--- src/rtl/usb_ctl_csr_pkg.sv ---
`timescale 1ns/1ps
package usb_ctl_csr_pkg;
  localparam int unsigned N_SRC   = 2;
  localparam int unsigned SRC_DEC = 0;
  localparam int unsigned SRC_HSE = 1;

  localparam logic [7:0] OFF_FILT   = 8'h30;
  localparam logic [7:0] OFF_PORT   = 8'h34;
  localparam logic [7:0] OFF_FLADJ  = 8'h38;
  localparam logic [7:0] OFF_ENDIAN = 8'h40;
  localparam logic [7:0] OFF_COH    = 8'h44;
  localparam logic [7:0] OFF_BME    = 8'h48;
  localparam logic [7:0] OFF_RCTL   = 8'h60;
  localparam logic [7:0] OFF_IST    = 8'h64;
  localparam logic [7:0] OFF_IMSK   = 8'h68;
  localparam logic [7:0] OFF_IEN    = 8'h6C;
  localparam logic [7:0] OFF_IDIS   = 8'h70;
  localparam logic [7:0] OFF_SPARE  = 8'h78;

  typedef enum logic [3:0] {
    SEL_NONE, SEL_FILT, SEL_PORT, SEL_FLADJ, SEL_ENDIAN, SEL_COH, SEL_BME,
    SEL_RCTL, SEL_IST, SEL_IMSK, SEL_IEN, SEL_IDIS, SEL_SPARE
  } csr_sel_e;
endpackage

--- src/rtl/usb_ctl_csr_dec.sv ---
`timescale 1ns/1ps
module usb_ctl_csr_dec
  import usb_ctl_csr_pkg::*;
#(
  parameter int unsigned ADDR_W = 8
) (
  input  logic [ADDR_W-1:0] addr_i,
  output csr_sel_e          sel_o
);
  always_comb begin
    sel_o = SEL_NONE;
    if      (addr_i == ADDR_W'(OFF_FILT))   sel_o = SEL_FILT;
    else if (addr_i == ADDR_W'(OFF_PORT))   sel_o = SEL_PORT;
    else if (addr_i == ADDR_W'(OFF_FLADJ))  sel_o = SEL_FLADJ;
    else if (addr_i == ADDR_W'(OFF_ENDIAN)) sel_o = SEL_ENDIAN;
    else if (addr_i == ADDR_W'(OFF_COH))    sel_o = SEL_COH;
    else if (addr_i == ADDR_W'(OFF_BME))    sel_o = SEL_BME;
    else if (addr_i == ADDR_W'(OFF_RCTL))   sel_o = SEL_RCTL;
    else if (addr_i == ADDR_W'(OFF_IST))    sel_o = SEL_IST;
    else if (addr_i == ADDR_W'(OFF_IMSK))   sel_o = SEL_IMSK;
    else if (addr_i == ADDR_W'(OFF_IEN))    sel_o = SEL_IEN;
    else if (addr_i == ADDR_W'(OFF_IDIS))   sel_o = SEL_IDIS;
    else if (addr_i == ADDR_W'(OFF_SPARE))  sel_o = SEL_SPARE;
  end
endmodule

--- src/rtl/usb_ctl_csr_field.sv ---
`timescale 1ns/1ps
module usb_ctl_csr_field #(
  parameter int unsigned W   = 1,
  parameter logic [W-1:0] RST = '0
) (
  input  logic         clk_i,
  input  logic         rst_ni,
  input  logic         we_i,
  input  logic [W-1:0] d_i,
  output logic [W-1:0] q_o
);
  always_ff @(posedge clk_i or negedge rst_ni) begin
    if (!rst_ni)   q_o <= RST;
    else if (we_i) q_o <= d_i;
  end
endmodule

--- src/rtl/usb_ctl_csr_irq.sv ---
`timescale 1ns/1ps
module usb_ctl_csr_irq #(
  parameter int unsigned N = 2
) (
  input  logic         clk_i,
  input  logic         rst_ni,
  input  logic [N-1:0] set_i,
  input  logic         clr_wr_i,
  input  logic         en_wr_i,
  input  logic         dis_wr_i,
  input  logic [N-1:0] wdata_i,
  output logic [N-1:0] status_o,
  output logic [N-1:0] mask_o,
  output logic         irq_o
);
  logic [N-1:0] status_q, mask_q, clr;

  assign clr = clr_wr_i ? wdata_i : '0;

  // event has priority over clear
  always_ff @(posedge clk_i or negedge rst_ni) begin
    if (!rst_ni) status_q <= '0;
    else         status_q <= (status_q & ~clr) | set_i;
  end

  always_ff @(posedge clk_i or negedge rst_ni) begin
    if (!rst_ni)       mask_q <= '1;
    else if (en_wr_i)  mask_q <= mask_q & ~wdata_i;
    else if (dis_wr_i) mask_q <= mask_q | wdata_i;
  end

  assign status_o = status_q;
  assign mask_o   = mask_q;
  assign irq_o    = |(status_q & ~mask_q);

  a_r3_mask_only_by_cmd: assert property (@(posedge clk_i) disable iff (!rst_ni)
    (mask_q != $past(mask_q)) |-> $past(en_wr_i || dis_wr_i));
  a_r5_w1c_clears: assert property (@(posedge clk_i) disable iff (!rst_ni)
    clr_wr_i |=> ((status_q & $past(wdata_i & ~set_i)) == '0));
  a_r6_event_sets: assert property (@(posedge clk_i) disable iff (!rst_ni)
    (|set_i) |=> ((status_q & $past(set_i)) == $past(set_i)));
endmodule

--- src/rtl/usb_ctl_csr.sv ---
`timescale 1ns/1ps
module usb_ctl_csr
  import usb_ctl_csr_pkg::*;
#(
  parameter int unsigned ADDR_W    = 8,
  parameter logic [5:0]  FLADJ_RST = 6'h20
) (
  input  logic              clk_i,
  input  logic              rst_ni,
  input  logic              req_i,
  input  logic              we_i,
  input  logic [ADDR_W-1:0] addr_i,
  input  logic [31:0]       wdata_i,
  output logic [31:0]       rdata_o,
  output logic              err_o,
  input  logic [N_SRC-1:0]  evt_i,
  output logic [3:0]        filt_bypass_o,
  output logic [4:0]        port_cfg_o,
  output logic [5:0]        fladj_o,
  output logic              big_endian_o,
  output logic              coherent_o,
  output logic              bus_master_en_o,
  output logic              irq_o
);
  csr_sel_e   sel;
  logic       wr, miss, slverr_q;
  logic [N_SRC-1:0] status, mask, set;
  logic       unused_wdata;

  assign unused_wdata = ^wdata_i[31:6];

  usb_ctl_csr_dec #(.ADDR_W(ADDR_W)) u_dec (.addr_i(addr_i), .sel_o(sel));

  assign wr   = req_i && we_i;
  assign miss = req_i && (sel == SEL_NONE);

  usb_ctl_csr_field #(.W(4), .RST(4'h0)) u_filt (.clk_i, .rst_ni,
    .we_i(wr && sel == SEL_FILT), .d_i(wdata_i[3:0]), .q_o(filt_bypass_o));
  usb_ctl_csr_field #(.W(5), .RST(5'h0)) u_port (.clk_i, .rst_ni,
    .we_i(wr && sel == SEL_PORT), .d_i(wdata_i[4:0]), .q_o(port_cfg_o));
  usb_ctl_csr_field #(.W(6), .RST(FLADJ_RST)) u_fladj (.clk_i, .rst_ni,
    .we_i(wr && sel == SEL_FLADJ), .d_i(wdata_i[5:0]), .q_o(fladj_o));
  usb_ctl_csr_field #(.W(1), .RST(1'b0)) u_endian (.clk_i, .rst_ni,
    .we_i(wr && sel == SEL_ENDIAN), .d_i(wdata_i[0]), .q_o(big_endian_o));
  usb_ctl_csr_field #(.W(1), .RST(1'b0)) u_coh (.clk_i, .rst_ni,
    .we_i(wr && sel == SEL_COH), .d_i(wdata_i[0]), .q_o(coherent_o));
  usb_ctl_csr_field #(.W(1), .RST(1'b1)) u_bme (.clk_i, .rst_ni,
    .we_i(wr && sel == SEL_BME), .d_i(wdata_i[0]), .q_o(bus_master_en_o));
  usb_ctl_csr_field #(.W(1), .RST(1'b0)) u_rctl (.clk_i, .rst_ni,
    .we_i(wr && sel == SEL_RCTL), .d_i(wdata_i[0]), .q_o(slverr_q));

  always_comb begin
    set = evt_i;
    if (miss && slverr_q) set[SRC_DEC] = 1'b1;
  end

  usb_ctl_csr_irq #(.N(N_SRC)) u_irq (
    .clk_i, .rst_ni,
    .set_i    (set),
    .clr_wr_i (wr && sel == SEL_IST),
    .en_wr_i  (wr && sel == SEL_IEN),
    .dis_wr_i (wr && sel == SEL_IDIS),
    .wdata_i  (wdata_i[N_SRC-1:0]),
    .status_o (status),
    .mask_o   (mask),
    .irq_o    (irq_o)
  );

  always_comb begin
    rdata_o = '0;
    if (req_i) begin
      unique case (sel)
        SEL_FILT:   rdata_o = 32'(filt_bypass_o);
        SEL_PORT:   rdata_o = 32'(port_cfg_o);
        SEL_FLADJ:  rdata_o = 32'(fladj_o);
        SEL_ENDIAN: rdata_o = 32'(big_endian_o);
        SEL_COH:    rdata_o = 32'(coherent_o);
        SEL_BME:    rdata_o = 32'(bus_master_en_o);
        SEL_RCTL:   rdata_o = 32'(slverr_q);
        SEL_IST:    rdata_o = 32'(status);
        SEL_IMSK:   rdata_o = 32'(mask);
        default:    rdata_o = '0;
      endcase
    end
  end

  assign err_o = miss && slverr_q;

  a_r8_err_needs_enable: assert property (@(posedge clk_i) disable iff (!rst_ni)
    err_o |-> (req_i && slverr_q && rdata_o == '0));
  a_r9_misaligned_err: assert property (@(posedge clk_i) disable iff (!rst_ni)
    (req_i && slverr_q && addr_i[1:0] != 2'b00) |-> err_o);
endmodule

--- config.mk ---
export PLATFORM = sky130hd
export DESIGN_NAME = usb_ctl_csr
export DESIGN_NICKNAME = d
export VERILOG_FILES = /design/src/rtl/usb_ctl_csr_pkg.sv /design/src/rtl/usb_ctl_csr_dec.sv /design/src/rtl/usb_ctl_csr_field.sv /design/src/rtl/usb_ctl_csr_irq.sv /design/src/rtl/usb_ctl_csr.sv
export SDC_FILE = /design/constraint.sdc
export NUM_CORES = 1
export LEC_CHECK = 0
export ABC_AREA = 1
export BUFFER_PORTS_ARGS = -buffer_cell sky130_fd_sc_hd__buf_2
export CORE_ASPECT_RATIO = 1.1
export CORE_MARGIN = 1.5
export CORE_UTILIZATION = 39
export CTS_CLUSTER_DIAMETER = 30
export DETAILED_ROUTE_END_ITERATION = 8
export PLACE_DENSITY = 0.87
export SLEW_MARGIN = 20
export SYNTH_ARGS = -nofsm -noshare
export SYNTH_HDL_FRONTEND = slang
export SYNTH_SLANG_ARGS = --single-unit
--- constraint.sdc ---
create_clock -name clk_i -period 1.1 [get_ports clk_i]
set_clock_uncertainty 0.05 [all_clocks]
set_input_delay 0.165 -clock clk_i [delete_from_list [all_inputs] [get_ports clk_i]]
set_output_delay 0.165 -clock clk_i [all_outputs]
set_load 0.01 [all_outputs]
# Yosys cells after proc, flatten, opt, wreduce, memory -nomap -nowiden

Cells that the tools add are included.
Widths: inputs -> output; s select.

Bitwise logic cells: 8
Equal/unequal tests: 23
Reductions and logical operators: 16
Mux-type cells: 18

Operators with widths:

| cell               | count |
|---|---|
| $eq 8x7->1 const B | 9 |
| $pmux 6 s9         | 1 |
| $mux 4             | 12 |
| $eq 8x6->1 const B | 3 |
| $eq 4x3->1 const B | 4 |
| $eq 4x4->1 const B | 4 |
| $logic_and 1x1->1  | 13 |
| $eq 4x2->1 const B | 2 |
| $and 2x2->2        | 3 |
| $mux 2             | 3 |
| $mux 6             | 1 |
| $not 2->2          | 3 |
| $eq 4x1->1 const B | 1 |
| $logic_not 4->1    | 1 |
| $or 2x2->2         | 2 |
| $reduce_bool 2->1  | 1 |
| $reduce_or 2->1    | 1 |
| $mux 1             | 1 |

Input port bits: 46
Word-level logic and storage cells: 74
Register bits: 23

# Longest topological paths before layout

Depth in word-level cells: 19
Gate-level depth with buffers: 10

# Modules after synthesis

A second synthesis with hierarchy kept.

Cell total of the unflattened synthesis: 262
Area total of the unflattened synthesis: 1,756.7 µm²

By module, submodules not included:

| module                         | times used | sequential area each (µm²) | cells each | area each (µm²) |
|---|---|---|---|---|
| usb_ctl_csr                    | 1          | 0.0                        | 107        | 634.4 |
| usb_ctl_csr_field at u_fladj   | 1          | 151.4                      | 25         | 222.7 |
| usb_ctl_csr_dec                | 1          | 0.0                        | 45         | 215.2 |
| usb_ctl_csr_irq                | 1          | 102.6                      | 27         | 188.9 |
| usb_ctl_csr_field at u_port    | 1          | 125.1                      | 21         | 185.2 |
| usb_ctl_csr_field at u_filt    | 1          | 100.1                      | 17         | 148.9 |
| usb_ctl_csr_field at u_coh ... | 3          | 25.0                       | 5          | 40.0 |
| usb_ctl_csr_field at u_bme     | 1          | 26.3                       | 5          | 41.3 |

# Worst setup path after synthesis

Ideal clock, no wire load.

Path kind: input to output
Start: input port addr_i[1]
End: output port rdata_o[3]
Buffers on the path: 0
Stages: 9
Data required time: 0.885 ns
Slack: -0.176 ns
Arrival time: 1.061 ns
Path through: nor2_2 > nand2_1 > inv_1 > nand2_1 > nand2_1 > nor2_1 > nand4_1 > nand2_2 > nor2_1

Cells in the longest elaborated chain, start to end: 16
Elaborated cells between the ends (all ways): 35

Ends and longest elaborated chain:

| what                               | line                  | text |
|---|---|---|
| start, declared                    | usb_ctl_csr.sv:12     | `input logic [ADDR_W-1:0] addr_i,` |
| $eq 8x7->1                         | usb_ctl_csr_dec.sv:23 | `else if (addr_i == ADDR_W'(OFF_SPARE)) sel_o = SEL_SPARE;` |
| $mux 4                             | usb_ctl_csr_dec.sv:23 |  |
| $mux 4                             | usb_ctl_csr_dec.sv:22 | `else if (addr_i == ADDR_W'(OFF_IDIS)) sel_o = SEL_IDIS;` |
| $mux 4                             | usb_ctl_csr_dec.sv:21 | `else if (addr_i == ADDR_W'(OFF_IEN)) sel_o = SEL_IEN;` |
| $mux 4                             | usb_ctl_csr_dec.sv:20 | `else if (addr_i == ADDR_W'(OFF_IMSK)) sel_o = SEL_IMSK;` |
| $mux 4                             | usb_ctl_csr_dec.sv:19 | `else if (addr_i == ADDR_W'(OFF_IST)) sel_o = SEL_IST;` |
| $mux 4                             | usb_ctl_csr_dec.sv:18 | `else if (addr_i == ADDR_W'(OFF_RCTL)) sel_o = SEL_RCTL;` |
| $mux 4                             | usb_ctl_csr_dec.sv:17 | `else if (addr_i == ADDR_W'(OFF_BME)) sel_o = SEL_BME;` |
| $mux 4                             | usb_ctl_csr_dec.sv:16 | `else if (addr_i == ADDR_W'(OFF_COH)) sel_o = SEL_COH;` |
| $mux 4                             | usb_ctl_csr_dec.sv:15 | `else if (addr_i == ADDR_W'(OFF_ENDIAN)) sel_o = SEL_ENDIAN;` |
| $mux 4                             | usb_ctl_csr_dec.sv:14 | `else if (addr_i == ADDR_W'(OFF_FLADJ)) sel_o = SEL_FLADJ;` |
| $mux 4                             | usb_ctl_csr_dec.sv:13 | `else if (addr_i == ADDR_W'(OFF_PORT)) sel_o = SEL_PORT;` |
| $mux 4 *                           | usb_ctl_csr_dec.sv:12 | `if (addr_i == ADDR_W'(OFF_FILT)) sel_o = SEL_FILT;` |
| $eq 4x4->1 (tied with other cells) | usb_ctl_csr.sv:72     | `unique case (sel)` |
| $pmux 6 s9 *                       | usb_ctl_csr.sv:72     |  |
| $mux 6 *                           | usb_ctl_csr.sv:71     | `if (req_i) begin` |
| end, declared                      | usb_ctl_csr.sv:14     | `output logic [31:0] rdata_o,` |

Mark *: on every way between the ends. The rest lies on a longest branch, timed or not.

# Worst setup path after layout

Start: register u_bme.q_o
End: output port rdata_o[0]

Cells in the longest elaborated chain, start to end: 2

Ends and longest elaborated chain:

| what                   | line                    | text |
|---|---|---|
| start, declared        | usb_ctl_csr_field.sv:10 | `output logic [W-1:0] q_o` |
| start signal, assigned | usb_ctl_csr_field.sv:14 | `else if (we_i) q_o <= d_i;` |
| $pmux 6 s9             | usb_ctl_csr.sv:72       |  |
| $mux 6                 | usb_ctl_csr.sv:71       |  |

Every way passes these cells.

==> results.json <==
{
  "postRouteWirelength_um": 5254,
  "fin_crit_ns": 1.579,
  "setup_ws_ns": -0.4790,
  "critPathKind": "flip-flop to output pin",
  "synth_top_area_share_pct": 29.62,
  "start_util_pct": 40.50,
  "place_hpwl_um": 3231,
  "fin_tns_setup_ns": -4.151,
  "row_count": 24,
  "dp_cells": 355,
  "ys_types": 29,
  "die-width_um": 64.17,
  "power.density_nw_per_um2": 688.5,
  "async_flop_share_pct": 100.0,
  "relSlewSlack_pct": 62.25,
  "diodes": 0,
  "h-tree-depth": 1,
  "layout.nets": 366,
  "port_buffers": 45,
  "cts_buffers": 3,
  "vdd_drop_max_mv": 0.6232,
  "syn_area_um2": 1605,
  "cp.arrival_ns": 1.36,
  "cts_tree": "built",
  "drtIter0Drc": 90,
  "cp.required_ns": 0.88,
  "area_growth_pct": 67.97,
  "viasPerCell": 4.943,
  "seq_area_frac_synth_pct": 36.17,
  "synth_top_area_cell": "dfrtp_1",
  "antenna_found_initial": 0,
  "ys.warnings.count": 0,
  "fmax_mhz": 633.3,
  "worstReg2RegStart": "u_irq.status_o[1]",
  "cts_buffer_depth": 2,
  "synth-seq-cells": 23,
  "drc_errors": 0,
  "violations": "negative setup slack",
  "worstPathMaxFanout": 2,
  "dpl-instance-area_um2": 2068,
  "hold_violations": 0,
  "maxCapViolCount": 0,
  "min_to": "u_irq.status_o[1]",
  "status": "finished, violations left",
  "clkSinkCount": 23,
  "hp-start": "evt_i[1]",
  "synthTopCellsByArea": "dfrtp_1 30%, nand2_1 14%, buf_4 12%, nor2_1 7.0%, dfstp_2 6.5%",
  "critPathCaptureType": "output pin",
  "drive_above_1_share_pct": 54.86,
  "synth_edf_count": 0,
  "tightest_slew_ns": 0.5662,
  "post-route-period-util_pct": 143.5,
  "power_uw": 1856,
  "cts_root_buffer": "clkbuf_8",
  "clkTransAtPathRegs_ns": 0.08,
  "grt_usage_pct": 20.88,
  "rr_endpoint": "u_irq.status_o[1]",
  "final_core_util_pct": 68.02,
  "rsz0062_at_grt": "yes",
  "grt_max_degree": 24,
  "routabilityCongestion": 0.8857,
  "final_design_area_no_fill_um2": 2696,
  "die_area_um2": 4511,
  "final-max-slew-violation-count": 0,
  "hold_class": "input port to flip-flop",
  "coreArea_um2": 3964,
  "yosys_most_used_dff": "dfrtp_1",
  "synthCells": 230,
  "num_vias": 1834,
  "wl_per_cell_um": 14.16,
  "ff2ff_path_depth": 4,
  "grt_overflow": 0,
  "setup_violations": 27,
  "fill_cells": 303,
  "power_leakage_uw": 0.001366,
  "grt_pass1_wl_um": 7431,
  "die_y_um": 70.29,
  "syn_area_per_cell_um2": 6.980,
  "stdcell_count": 371,
  "critPathLaunchType": "flip-flop",
  "clk_latency_ns": 0.27,
  "hold_depth": 2,
  "dr.pass1.iters": 4,
  "io_pins": 98,
  "rrSetupSlack_ns": 0.14,
  "drtAntennaViolNets": 0,
  "grt_pass1_vias": 1667
}
-- how the worst max path moves through the flow --
stage	start	endpoint	slack (ns)	cells after the start
after floorplan	addr_i[0]	rdata_o[4]	-0.07	7
after global placement	addr_i[6]	rdata_o[0]	-0.45	10
after detailed placement	addr_i[0]	rdata_o[4]	-0.47	9
after CTS	flip-flop	rdata_o[0]	-0.45	5
after global routing	addr_i[2]	err_o	-0.54	11
final	u_bme.q_o	rdata_o[0]	-0.48	5
-- area by class of cell --
class | count | area, µm² | share of cell area [%]
repair buffers | 87 | 763.2 | 28.31
inverters | 29 | 125.1 | 4.640
well taps | 52 | 65.06 | 2.413
flip-flops and latches | 23 | 580.6 | 21.53
clock buffers | 3 | 41.29 | 1.531
multi-input cells | 176 | 1116 | 41.39
clock inverters | 1 | 5.005 | 0.1856
-- registers in the layout, indices dropped and copies added (netlist names), named ones only --
signal          cells
u_filt.q_o          4
u_endian.q_o        1
u_fladj.q_o         6
u_bme.q_o           1
u_rctl.q_o          1
u_coh.q_o           1
u_irq.status_o      2
u_port.q_o          5
-- report_power, final --
group | internal, µW | switching [µW] | total [µW]
registers | 874 | 21.0 | 895
logic | 168 | 245 | 413
clock network | 254 | 294 | 548
total | 1300 | 560 | 1860
-- cell usage after synthesis (2+ instances only) --
library cell,count
nand2_1,58
nand2_2,6
a21oi_2,2
inv_1,26
nand4_1,3
a21oi_1,8
nor2_1,30
dfrtp_1,19
dfstp_2,4
buf_4,26
nand3_1,5
o21ai_0,15
nor2_2,4
inv_2,2
o21ai_1,8
-- routing by layer --
metal  vias up  global-route usage [%]  wire length [µm]
met5         -                       0                 0
met4         0                   8.747               114
met3        13                   3.704               306
met2        86                   35.76              2800
met1       885                   25.59              2033
li1        850                       -                 -
-- per-stage QoR --
stage          hold WS [ns]  worst slack (ns)
5_1_grt             0.02739           -0.5448
2_1_floorplan       -0.1806          -0.06676
6_report            0.02554           -0.4790
3_3_place_gp         0.1093           -0.4494
3_5_place_dp         0.1239           -0.4688
4_1_cts             0.02574           -0.4459
-- timing repair --
action / 4_1_cts / 5_1_grt
resized for setup: 59 / 77
setup buffers: 7 / 10
setup endpoints to repair: 30 / 40
hold endpoints to repair: 19 / 0
hold buffers: 1 / 0
pin swaps: 11 / 23
-- kinds of logic (layout without fill, tap and decap cells) --
group	after synthesis	count (layout)	synth area share, %
muxes	1	1	0.9350
AOI/OAI and AO/OA	38	38	13.02
other	1	26	0.2336
DFF	23	23	36.17
and+or+nand+nor	111	111	29.93
buffers and inverters	56	120	19.72
-- critical path, stage by stage (launching register included) --
cell and delay [ns]:
dfstp_2 0.55, inv_1 0.06, o21ai_2 0.14, nor3_2 0.07, a21oi_2 0.13, buf_2 0.15
-- cell usage in the layout, fill, tap and decap left out, types with 2 or more instances in the layout --
cell / netlist / layout
inv_1: 26 / 19
a21oi_1: 8 / 5
buf_6: 1 / 36
buf_2: 0 / 25
dfrtp_1: 19 / 19
o21ai_2: 0 / 6
nand2_4: 1 / 9
a21oi_2: 2 / 4
o21ai_0: 15 / 11
nor2_4: 1 / 14
buf_4: 26 / 20
nand2_2: 6 / 21
conb_1: 1 / 26
nand2_1: 58 / 33
o21ai_1: 8 / 6
buf_8: 0 / 3
nor2_2: 4 / 8
clkbuf_8: 0 / 3
dfstp_2: 4 / 4
nand2_8: 0 / 2
nand3_1: 5 / 4
inv_2: 2 / 5
nor2_1: 30 / 13
inv_4: 0 / 3
nand4_1: 3 / 3
(Power assumes the default switching activity.)
